===== config.mk =====
export PLATFORM = sky130hd
export DESIGN_NAME = bus_cycle_unit
export DESIGN_NICKNAME = d
export VERILOG_FILES = /design/src/rtl/bcu_pkg.sv /design/src/rtl/bcu_ctrl.sv /design/src/rtl/bcu_dpath.sv /design/src/rtl/bus_cycle_unit.sv
export SDC_FILE = /design/constraint.sdc
export NUM_CORES = 1
export LEC_CHECK = 0
export BUFFER_PORTS_ARGS = -buffer_cell sky130_fd_sc_hd__buf_2
export CORE_MARGIN = 2
export CORE_UTILIZATION = 30
export CTS_CLUSTER_DIAMETER = 200
export DETAILED_ROUTE_END_ITERATION = 6
export SLEW_MARGIN = 20
export SYNTH_ARGS = -nofsm -noshare
export SYNTH_HDL_FRONTEND = slang
export SYNTH_SLANG_ARGS = --single-unit

===== constraint.sdc =====
create_clock -name clk -period 1.8 [get_ports clk]
set_input_delay 0.18 -clock clk [delete_from_list [all_inputs] [get_ports clk]]
set_output_delay 0.18 -clock clk [all_outputs]
set_load 0.02 [all_outputs]

===== src/rtl/bcu_pkg.sv =====
package bcu_pkg;
    typedef enum logic [1:0] {
        ST_IDLE = 2'd0,
        ST_ADDR = 2'd1,
        ST_WAIT = 2'd2
    } bcu_state_e;
endpackage


===== src/rtl/bcu_ctrl.sv =====
module bcu_ctrl
    import bcu_pkg::*;
(
    input  logic clk,
    input  logic rst,
    input  logic req,
    input  logic ready_n,
    output logic load,
    output logic finish,
    output logic strobe_n,
    output logic done
);
    typedef struct packed {
        bcu_state_e state;
        logic       strobe_n;
        logic       done;
    } ctrl_t;

    ctrl_t c_d, c_q;

    always_comb begin
        c_d          = c_q;
        c_d.strobe_n = 1'b1;
        c_d.done     = 1'b0;
        load         = 1'b0;
        finish       = 1'b0;
        unique case (c_q.state)
            ST_IDLE: begin
                if (req) begin
                    load         = 1'b1;
                    c_d.state    = ST_ADDR;
                    c_d.strobe_n = 1'b0;
                end
            end
            ST_ADDR: begin
                c_d.state = ST_WAIT;
            end
            ST_WAIT: begin
                if (!ready_n) begin
                    finish    = 1'b1;
                    c_d.done  = 1'b1;
                    c_d.state = ST_IDLE;
                end
            end
            default: c_d.state = ST_IDLE;
        endcase
    end

    always_ff @(posedge clk) begin
        if (rst) begin
            c_q.state    <= ST_IDLE;
            c_q.strobe_n <= 1'b1;
            c_q.done     <= 1'b0;
        end else begin
            c_q <= c_d;
        end
    end

    assign strobe_n = c_q.strobe_n;
    assign done     = c_q.done;
endmodule


===== src/rtl/bcu_dpath.sv =====
module bcu_dpath #(
    parameter int ADDR_W = 16,
    parameter int DATA_W = 8
) (
    input  logic              clk,
    input  logic              rst,
    input  logic              load,
    input  logic              finish,
    input  logic              in_wr,
    input  logic [ADDR_W-1:0] in_addr,
    input  logic [DATA_W-1:0] in_wdata,
    input  logic [DATA_W-1:0] bus_rdata,
    output logic [ADDR_W-1:0] addr,
    output logic              wr,
    output logic [DATA_W-1:0] wdata,
    output logic              wdata_oe,
    output logic [DATA_W-1:0] rdata
);
    typedef struct packed {
        logic [ADDR_W-1:0] addr;
        logic              wr;
        logic [DATA_W-1:0] wdata;
        logic              oe;
        logic [DATA_W-1:0] rdata;
    } dp_t;

    dp_t p_d, p_q;

    always_comb begin
        p_d = p_q;
        if (load) begin
            p_d.addr  = in_addr;
            p_d.wr    = in_wr;
            p_d.wdata = in_wdata;
            p_d.oe    = in_wr;
        end else if (finish) begin
            p_d.oe = 1'b0;
            p_d.wr = 1'b0;
            if (!p_q.wr) begin
                p_d.rdata = bus_rdata;
            end
        end
    end

    always_ff @(posedge clk) begin
        if (rst) begin
            p_q <= '0;
        end else begin
            p_q <= p_d;
        end
    end

    assign addr     = p_q.addr;
    assign wr       = p_q.wr;
    assign wdata    = p_q.wdata;
    assign wdata_oe = p_q.oe;
    assign rdata    = p_q.rdata;
endmodule


===== src/rtl/bus_cycle_unit.sv =====
module bus_cycle_unit #(
    parameter int ADDR_W = 16,
    parameter int DATA_W = 8
) (
    input  logic              clk,
    input  logic              rst,
    input  logic              core_req,
    input  logic              core_wr,
    input  logic [ADDR_W-1:0] core_addr,
    input  logic [DATA_W-1:0] core_wdata,
    output logic [DATA_W-1:0] core_rdata,
    output logic              core_done,
    output logic [ADDR_W-1:0] bus_addr,
    output logic              bus_strobe_n,
    output logic              bus_wr,
    output logic [DATA_W-1:0] bus_wdata,
    output logic              bus_wdata_oe,
    input  logic [DATA_W-1:0] bus_rdata,
    input  logic              bus_ready_n
);
    logic load, finish;

    bcu_ctrl ctrl_i (
        .clk      (clk),
        .rst      (rst),
        .req      (core_req),
        .ready_n  (bus_ready_n),
        .load     (load),
        .finish   (finish),
        .strobe_n (bus_strobe_n),
        .done     (core_done)
    );

    bcu_dpath #(.ADDR_W(ADDR_W), .DATA_W(DATA_W)) dpath_i (
        .clk       (clk),
        .rst       (rst),
        .load      (load),
        .finish    (finish),
        .in_wr     (core_wr),
        .in_addr   (core_addr),
        .in_wdata  (core_wdata),
        .bus_rdata (bus_rdata),
        .addr      (bus_addr),
        .wr        (bus_wr),
        .wdata     (bus_wdata),
        .wdata_oe  (bus_wdata_oe),
        .rdata     (core_rdata)
    );
endmodule


==> run_results.csv, run 1 <==
group,metric,value,unit
run_status,status,"finished, final reports clean",
pwr,p_switching,0.000448,W
drt,dr_total_vias,1066,
die,std_cell_rows,23,
timing,finClkSkew,2.35,ps
cells_and_area,syn_to_final_growth,38.1,%
synthesis,synth_top_cell_by_area,"dfxtp_1",
drt,drt-total-wl,2850,um
timing,period_share,78.6,%
global_route,track_usage,12.3,%
timing,hold_viol_final,0,
synthesis,synth_fp_nets,143,
drt,wl_met1,1190,um
cells_and_area,final_util,42.8,%
synthesis,synth.most_common_cell,"dfxtp_1",
synthesis,async_reset_ff_share,0,%
synthesis,seq_area_frac_synth,60.2,%
run,maxCapViolCount,0,
setup_path,max_stage_delay,700,ps
setup_path,worst_r2r_path_depth,3,
synthesis,synth-adder-area-share,0,%
drt,postRouteAntennaNets,0,
timing,fin_tns_setup,0,ps
timing,relSlewSlack,67.9,%
pwr,swShare,26.6,%
cells_and_area,fin_nets,217,
clocking,cts_tree,"yes",
die,pin_count,73,
timing,setup_viol,0,
setup_path,cp.arrival,1580,ps
drt,wl_met2,1350,um
drt,drt-wirelength-per-cell,12.4,um
synthesis,synth_edf_count,0,
drt,avgViaCountPerCell,4.61,
setup_path,cpMaxStageDelayCell,"or4b_1",
timing,slew_violations,0,
pwr,power_frac_seq,53.2,%
synthesis,synth-seq-cells,37,
synthesis,synthFlopType,"dfxtp_1",
pwr,p_leak,0.827,nW
global_route,grt_pass1_wl,4150,um
clocking,cts_root_buffer,"clkbuf_8",
placed_design,place_congestion,0.675,
die,die_w,68.1,um
cells_and_area,antenna_cells,0,
die,die_h,68.1,um
synthesis,synth-simple-area-share,11.9,%
timing,worstMarginPinSlew,480,ps
placed_design,io_buffers,72,
clocking,h-tree-depth,2,
setup_path,crit_cells,3,
synthesis,ys_types,17,
synthesis,synth_top_area_share,60.2,%
timing,rsz0062_at_grt,"false",
pwr,ir_worst_vdd,0.566,mV
hold_path,hold_class,"input port to flip-flop",
synthesis,syn_area,1230,um2
synthesis,synthMuxAreaShare,0,%
clocking,ctsHoldBuffers,0,
die,coreArea,3970,um2
global_route,grt_pass1_vias,932,
synthesis,synthCells,106,
drt,drc,0,
setup_path,crit_type,"flip-flop to flip-flop",
timing,fin_crit,1410,ps
setup_path,cp-end-kind,"flip-flop",
drt,met3_length,256,um
setup_path,critPathBufInv,0,
global_route,antenna_found_initial,0,
synthesis,netlist_top_cells_area,"dfxtp_1 60%, a22o_1 15%, nand2_1 5.2%",
hold_path,hold_depth,2,
clocking,cts_sinks,37,
clocking,post_cts_buffers,0,
global_route,grt_overflow,0,
drt,drt_iter0_markers,60,
die,dieArea,4630,um2
drt,dr.max_layer_used,"met4",
clocking,clkLatencyLatePin,280,ps
clocking,cts_buffers,5,
drt,dr.pass1.iters,4,
synthesis,yosys_warnings,0,
setup_path,cp_max_fo,8,
setup_path,cp-start-kind,"flip-flop",
clocking,cts_resized,0,
synthesis,synth_xor_area_share,0,%
synthesis,synth_compound_area_share,22.6,%
synthesis,synth_top_family_by_area,"compound AO/OA/AOI/OAI gates",
pwr,powerDensity,988,nW/um2
die,start_util,31.0,%
clocking,clk_pin_slew,70,ps
placed_design,place_area,1610,um2
setup_path,required,1960,ps
synthesis,yosys-top-cells-count,"37 x dfxtp_1, 21 x a22o_1, 17 x nand2_1",
pwr,p_clk_share,33.0,%
synthesis,syn-mean-instance-area,11.6,um2
placed_design,dpl.hpwl,2150,um
setup_path,path_cells,"or4b_1 -> nand2_1 -> a21oi_1",
timing,fmax,707,MHz
global_route,grt_max_degree,26,
clocking,cts.path.max_buffers,2,
cells_and_area,stdcell_count,231,
setup_path,cp_top_family,"simple AND/OR/NAND/NOR gates",
cells_and_area,design_area,1700,um2
placed_design,dp_cells,223,
pwr,p_int,0.00123,W
pwr,combPwrFrac,13.8,%
cells_and_area,drive_gt1_share,49.2,%
-- layout by cell type (no fill, tap or decap) --
cell type and instances:
nand3b_1 1, buf_2 72, clkbuf_8 5, a22o_2 3, a21oi_2 1, nor2_1 3, a22o_1 21, or4b_1 1
clkinvlp_4 1, nor4b_4 2, clkinv_2 2, a32o_1 1, nand2b_1 1, a21oi_1 9, buf_4 3, dfxtp_1 37
inv_1 1, nand2_1 17
-- cell families (layout without fill, tap and decap cells) --
family	Yosys count	count (layout)
AO/OA/AOI/OAI	35	35
buffers and inverters	9	84
flip-flops	37	37
AND/OR/NAND/NOR	25	25
-- per-stage QoR --
stage	power, W	worst slack, ps	hold WS, ps
floorplan	0.00105	487	305
global placement	0.00114	439	390
detailed placement	0.00115	385	397
CTS	0.00171	375	88.4
global route	0.00177	309	85.6
finish	0.00168	385	100
-- layer usage --
| metal | GRT usage [%] | vias to the layer above |
|---|---|---|
| li1 | - | 528 |
| met1 | 13.5 | 486 |
| met2 | 20.4 | 46 |
| met3 | 5.76 | 6 |
| met4 | 5.50 | 0 |
| met5 | 0 | - |
-- sequential cells by signal (all words and copies together) (netlist names) --
name	cells
ctrl_i.c_q	2
dpath_i.rdata	8
ctrl_i.strobe_n	1
ctrl_i.done	1
dpath_i.wr	1
dpath_i.addr	16
dpath_i.wdata	8
-- power groups by stage --
stage	sequential, W	clock [W]	combinational [W]
6_report	0.000894	0.000555	0.000231
4_1_cts	0.000894	0.000582	0.000235
2_1_floorplan	0.000963	0	0.0000882
3_5_place_dp	0.000912	0	0.000235
3_3_place_gp	0.000910	0	0.000229
5_1_grt	0.000901	0.000618	0.000250
-- cell type report --
| class | instances | area [um2] |
|---|---|---|
| clock buffers | 5 | 68.8 |
| clock inverters | 3 | 17.5 |
| fillers | 393 | 2270 |
| inverters | 1 | 3.75 |
| multi-input cells | 60 | 424 |
| flip-flops and latches | 37 | 741 |
| well taps | 50 | 62.6 |
| repair buffers | 75 | 383 |
-- worst reg2reg max path, cell delays in order (launching register included) --
cell and delay, ps:
dfxtp_1 400, or4b_1 700, nand2_1 130, a21oi_1 60
-- worst paths after layout --
kind / startpoint / to / slack [ps]
worst max-delay path: ctrl_i.c_q[2] / dpath_i.rdata[3] / 390
worst max register to register: ctrl_i.c_q[2] / dpath_i.rdata[3] / 390
worst min-delay path: core_addr[7] / dpath_i.addr[7] / 100
worst min register to register: dpath_i.rdata[2] / dpath_i.rdata[2] / 460
Note: power is estimated with default switching activity, not from simulation.
==> run 2, diff against run 1 <==
clock period = 1.2 ns   (was 1.8 ns; I/O delays follow)
==> run_results.csv, run 2 (synthesis results as in run 1) <==
group,metric,value,unit
hold_path,hold_depth,2,
timing,fmax,807,MHz
global_route,grt_pass1_wl,4520,um
timing,hold_viol_final,0,
timing,setup_viol,11,
placed_design,io_buffers,72,
setup_path,r2r-end,"dpath_i.rdata[4]",
drt,drt-total-wl,3120,um
hold_path,hold_end,"dpath_i.addr[7]",
clocking,clkLatencyLatePin,280,ps
cells_and_area,fin_nets,231,
clocking,cts.path.max_buffers,2,
setup_path,r2r_start,"ctrl_i.c_q[3]",
global_route,track_usage,13.6,%
pwr,powerDensity,1370,nW/um2
global_route,grt_pass1_vias,1051,
timing,fin_crit,1240,ps
die,pin_count,73,
clocking,cts_sinks,37,
placed_design,place_area,1690,um2
setup_path,worst_r2r_path_depth,4,
drt,drc,0,
drt,drt_iter0_markers,30,
die,dieArea,4630,um2
setup_path,required,1370,ps
hold_path,min_from,"core_addr[7]",
cells_and_area,antenna_cells,0,
placed_design,dpl.hpwl,2130,um
hold_path,hold_class,"input port to flip-flop",
timing,slew_violations,0,
cells_and_area,fillers,383,
global_route,antenna_found_initial,0,
drt,dr_total_vias,1130,
setup_path,crit_type,"flip-flop to flip-flop",
setup_path,path_cells,"buf_4 -> or4b_4 -> nand2_1 -> a21oi_2",
drt,dr.pass1.iters,2,
clocking,ctsHoldBuffers,0,
setup_path,critPathBufInv,1,
placed_design,pre_cts_slack,-74.8,ps
run_status,status,"finished with violations",
die,std_cell_rows,23,
cells_and_area,final_common_cell,"buf_2",
clocking,h-tree-depth,2,
cells_and_area,mostFrequentLayoutCells,"72 x buf_2, 34 x dfxtp_1, 21 x a22o_1",
timing,worstMarginPinSlew,205,ps
clocking,cts_tree,"yes",
setup_path,cp_max_fo,8,
setup_path,cp-start-kind,"flip-flop",
setup_path,cpMaxStageDelayCell,"or4b_4",
timing,finClkSkew,1.35,ps
pwr,p_leak,0.935,nW
pwr,ir_worst_vdd,0.684,mV
cells_and_area,drive_gt1_share,57.7,%
global_route,grt_max_degree,26,
setup_path,max_stage_delay,520,ps
timing,rsz0062_at_grt,"true",
clocking,clk_pin_slew,60,ps
die,die_h,68.1,um
global_route,grt_overflow,0,
die,coreArea,3970,um2
timing,setup_slack,-39.5,ps
setup_path,worst-r2r-setup-slack,-40,ps
die,start_util,31.0,%
drt,avgViaCountPerCell,4.63,
die,die_w,68.1,um
cells_and_area,design_area,1910,um2
clocking,cts_root_buffer,"clkbuf_8",
setup_path,cp.arrival,1410,ps
timing,period_share,103,%
timing,relSlewSlack,86.3,%
drt,drt-wirelength-per-cell,12.8,um
placed_design,place_congestion,0.754,
setup_path,cp-end-kind,"flip-flop",
clocking,cts_buffers,5,
run_status,violations,"setup timing",
run,maxCapViolCount,0,
cells_and_area,largest_reg_flops,16,
setup_path,cp_top_family,"simple AND/OR/NAND/NOR gates",
drt,postRouteAntennaNets,0,
cells_and_area,syn_to_final_growth,55.4,%
## run 2: cell types whose count changed in the layout (fill, tap and decap cells not counted), moves of 2 or more
cell,change
buf_4,+3
clkinv_2,-2
a22o_4,+3
a21oi_2,+3
dfxtp_2,+2
a21oi_1,-3
buf_6,+9
dfxtp_1,-3
nand2_2,+3
a22o_2,-3
nand2_1,-3
## run 2: worst max path at each step
stage,from,to,cells after the start
finish,ctrl_i.c_q[3],dpath_i.rdata[4],4
detailed placement,ctrl_i.c_q[3],dpath_i.wr,4
floorplan,ctrl_i.c_q[2],dpath_i.rdata[0],5
global route,ctrl_i.c_q[3],dpath_i.addr[7],5
global placement,ctrl_i.c_q[3],dpath_i.wr,4
CTS,ctrl_i.c_q[2],dpath_i.wr,5
## run 2: where the power goes
group	internal, W	switching, W	total [W]
clock	0.000455	0.000382	0.000837
combinational	0.000213	0.000229	0.000442
sequential	0.00130	0.0000365	0.00134
## run 2: timing repair
action,CTS,global route
setup endpoints to repair,30,34
buffers inserted,2,1
gates resized for setup,15,13
pin swaps,2,7
cloned,3,0
## run 2: layout make-up
type,count,area [um2],area share [%]
sequential,37,747,39.0
timing repair buffer,89,542,28.3
multi-input combinational,60,472,24.7
clock buffer,7,86.3,4.51
tap,50,62.6,3.27
inverter,1,3.75,0.196
## run 2: stage by stage
step	instances	util [%]	hold WS (ps)	TNS [ps]	power, W
after floorplan	106	-	245	-502	0.00158
after global placement	231	42.5	331	-703	0.00174
after detailed placement	231	42.5	333	-1480	0.00175
after CTS	243	46.9	32.8	-45.5	0.00265
after global routing	244	48.2	30.9	-1870	0.00276
final	244	48.2	44.0	-208	0.00261
## run 2: worst register-to-register path: cells and delay by family (launching register included)
kind	cells	cell delay, ps
AO/OA/AOI/OAI	1	50
buffers and inverters	1	110
AND/OR/NAND/NOR	2	630
flip-flops	1	340
## run 2: per-layer routing
metal | global-route usage (%) | vias up | wire, um
li1 | - | 554 | -
met1 | 16.0 | 520 | 1300
met2 | 20.6 | 48 | 1480
met3 | 5.76 | 8 | 278
met4 | 8.00 | 0 | 69
met5 | 0 | - | 0
==> run 3, diff against run 2 <==
ABC_AREA = 1   (was default)
==> run_results.csv, run 3 <==
group,metric,value,unit
clocking,cts_sinks,37,
placed_design,io_buffers,72,
die,dieArea,5140,um2
placed_design,pre_cts_slack,23.7,ps
placed_design,place_congestion,0.761,
die,coreArea,4380,um2
global_route,grt_overflow,0,
synthesis,synthCells,175,
setup_path,startpoint,"ctrl_i.c_q[3]",
drt,dr_total_vias,1358,
setup_path,required,1430,ps
clocking,cts_buffers,5,
run,maxCapViolCount,0,
drt,drc,0,
global_route,grt_pass1_vias,1165,
die,die_h,71.7,um
clocking,cts_tree,"yes",
cells_and_area,fin_nets,291,
hold_path,hold_depth,3,
clocking,clk_pin_slew,70,ps
cells_and_area,antenna_cells,0,
timing,fin_crit,1090,ps
cells_and_area,final_common_cell,"buf_2",
clocking,cts_root_buffer,"clkbuf_8",
cells_and_area,drive_gt1_share,36.5,%
run_status,status,"finished, final reports clean",
timing,hold_viol_final,0,
drt,avgViaCountPerCell,4.42,
setup_path,cp.arrival,1320,ps
synthesis,yosys-top-cells-count,"58 x nand2_1, 37 x dfxtp_1, 25 x nand3_1",
timing,setup_viol,0,
drt,drt_iter0_markers,34,
timing,period_share,90.5,%
setup_path,cp-start-kind,"flip-flop",
synthesis,netlist_top_cells_area,"dfxtp_1 54%, nand2_1 16%, nand3_1 9.1%",
cells_and_area,largest_reg_flops,16,
die,pin_count,73,
global_route,grt_pass1_wl,5240,um
clocking,clkLatencyLatePin,290,ps
synthesis,syn-mean-instance-area,7.85,um2
synthesis,synth_top_area_share,53.9,%
cells_and_area,mostFrequentLayoutCells,"72 x buf_2, 58 x nand2_1, 37 x dfxtp_1",
synthesis,syn_area,1370,um2
setup_path,worst_r2r_path_depth,5,
timing,fmax,921,MHz
timing,worstMarginPinSlew,232,ps
setup_path,cp-end-kind,"flip-flop",
setup_path,r2r_start,"ctrl_i.c_q[3]",
synthesis,synth_edf_count,0,
synthesis,synth_fp_nets,212,
cells_and_area,stdcell_count,307,
setup_path,crit_type,"flip-flop to flip-flop",
timing,slew_violations,0,
drt,drt-total-wl,3280,um
clocking,cts.path.max_buffers,2,
timing,relSlewSlack,84.5,%
drt,postRouteAntennaNets,0,
timing,rsz0062_at_grt,"false",
die,start_util,31.3,%
pwr,ir_worst_vdd,0.669,mV
global_route,antenna_found_initial,0,
timing,finClkSkew,3.14,ps
pwr,power.total,0.00275,W
drt,dr.pass1.iters,4,
cells_and_area,fillers,461,
clocking,ctsHoldBuffers,0,
synthesis,ys_types,16,
pwr,powerDensity,1430,nW/um2
clocking,h-tree-depth,2,
timing,fin_tns_setup,0,ps
placed_design,dpl.hpwl,2260,um
hold_path,hold_class,"input port to flip-flop",
placed_design,dp_cells,297,
timing,setup_slack,114,ps
synthesis,yosys_warnings,0,
synthesis,synth-seq-cells,37,
die,die_w,71.7,um
setup_path,cp_max_fo,14,
synthesis,synth.most_common_cell,"nand2_1",
die,std_cell_rows,24,
synthesis,synth_top_cell_by_area,"dfxtp_1",
drt,drt-wirelength-per-cell,10.7,um
cells_and_area,syn_to_final_growth,39.9,%
global_route,grt_max_degree,18,
synthesis,seq_area_frac_synth,53.9,%
global_route,track_usage,13.2,%
synthesis,async_reset_ff_share,0,%
hold_path,min_from,"core_addr[1]",
pwr,p_leak,1.08,nW
synthesis,synthFlopType,"dfxtp_1",
-- run 3: changes by cell type after synthesis, moves of 8 or more --
cell	previous run	this run
nand3_1	0	25
nand4_1	0	9
a22o_1	21	0
nor2_1	3	18
a21oi_1	9	1
nand2_1	17	58
inv_1	1	13
-- run 3: power breakdown --
group          leakage [nW]  internal (W)  switching, W
sequential            0.303       0.00131     0.0000425
combinational         0.721      0.000172      0.000283
clock                0.0542      0.000519      0.000425
-- run 3: metal layers --
| metal | share of wire [%] | vias to the layer above | GRT usage [%] |
|---|---|---|---|
| met5 | 0 | - | 0 |
| met4 | 1.7 | 0 | 6.29 |
| met2 | 42 | 63 | 20.4 |
| met3 | 11 | 6 | 5.20 |
| li1 | - | 711 | - |
| met1 | 45 | 578 | 16.0 |
-- run 3: per-stage QoR --
step	instance area (um2)	util [%]	hold WS [ps]
2_1_floorplan	1370	-	192
3_3_place_gp	1790	40.8	308
3_5_place_dp	1790	40.8	312
4_1_cts	1900	43.4	3.04
5_1_grt	1920	43.8	5.93
6_report	1920	43.8	16.4
-- run 3: logic make-up after synthesis --
kind of cell    share of synthesized area (%)
compound gates                          0.364
buf+inv                                  7.83
simple gates                             37.9
flops                                    53.9
-- run 3: worst max-delay path, stage by stage, from the launching register on --
cell and delay (ps):
dfxtp_1 330, nor2_2 170, nand2_4 150, nor2_8 230, nand2_1 80, nand2_1 80
-- run 3: path summary, 6_finish.rpt --
| path | to | slack, ps |
|---|---|---|
| max | dpath_i.wr | 110 |
| min | dpath_i.addr[1] | 20 |
| max reg2reg | dpath_i.wr | 110 |
| min reg2reg | dpath_i.wdata[0] | 470 |
-- run 3: timing repair --
| action | in CTS | in global routing |
|---|---|---|
| pin swaps | 1 | 2 |
| setup buffers | 0 | 1 |
| endpoints found under the setup margin | 1 | 17 |
| resized for setup | 0 | 0 |
| gates cloned | 1 | 0 |
-- run 3: cell type report --
class                           instances  area [um2]  share of cell area [%]
Tap cell                               52        65.1                    3.39
Inverter                               14        52.6                    2.73
Timing Repair Buffer                   79         425                    22.1
Clock buffer                            7        96.3                    5.01
Sequential cell                        37         741                    38.5
Multi-Input combinational cell        117         537                    27.9
Clock inverter                          1        5.00                   0.260
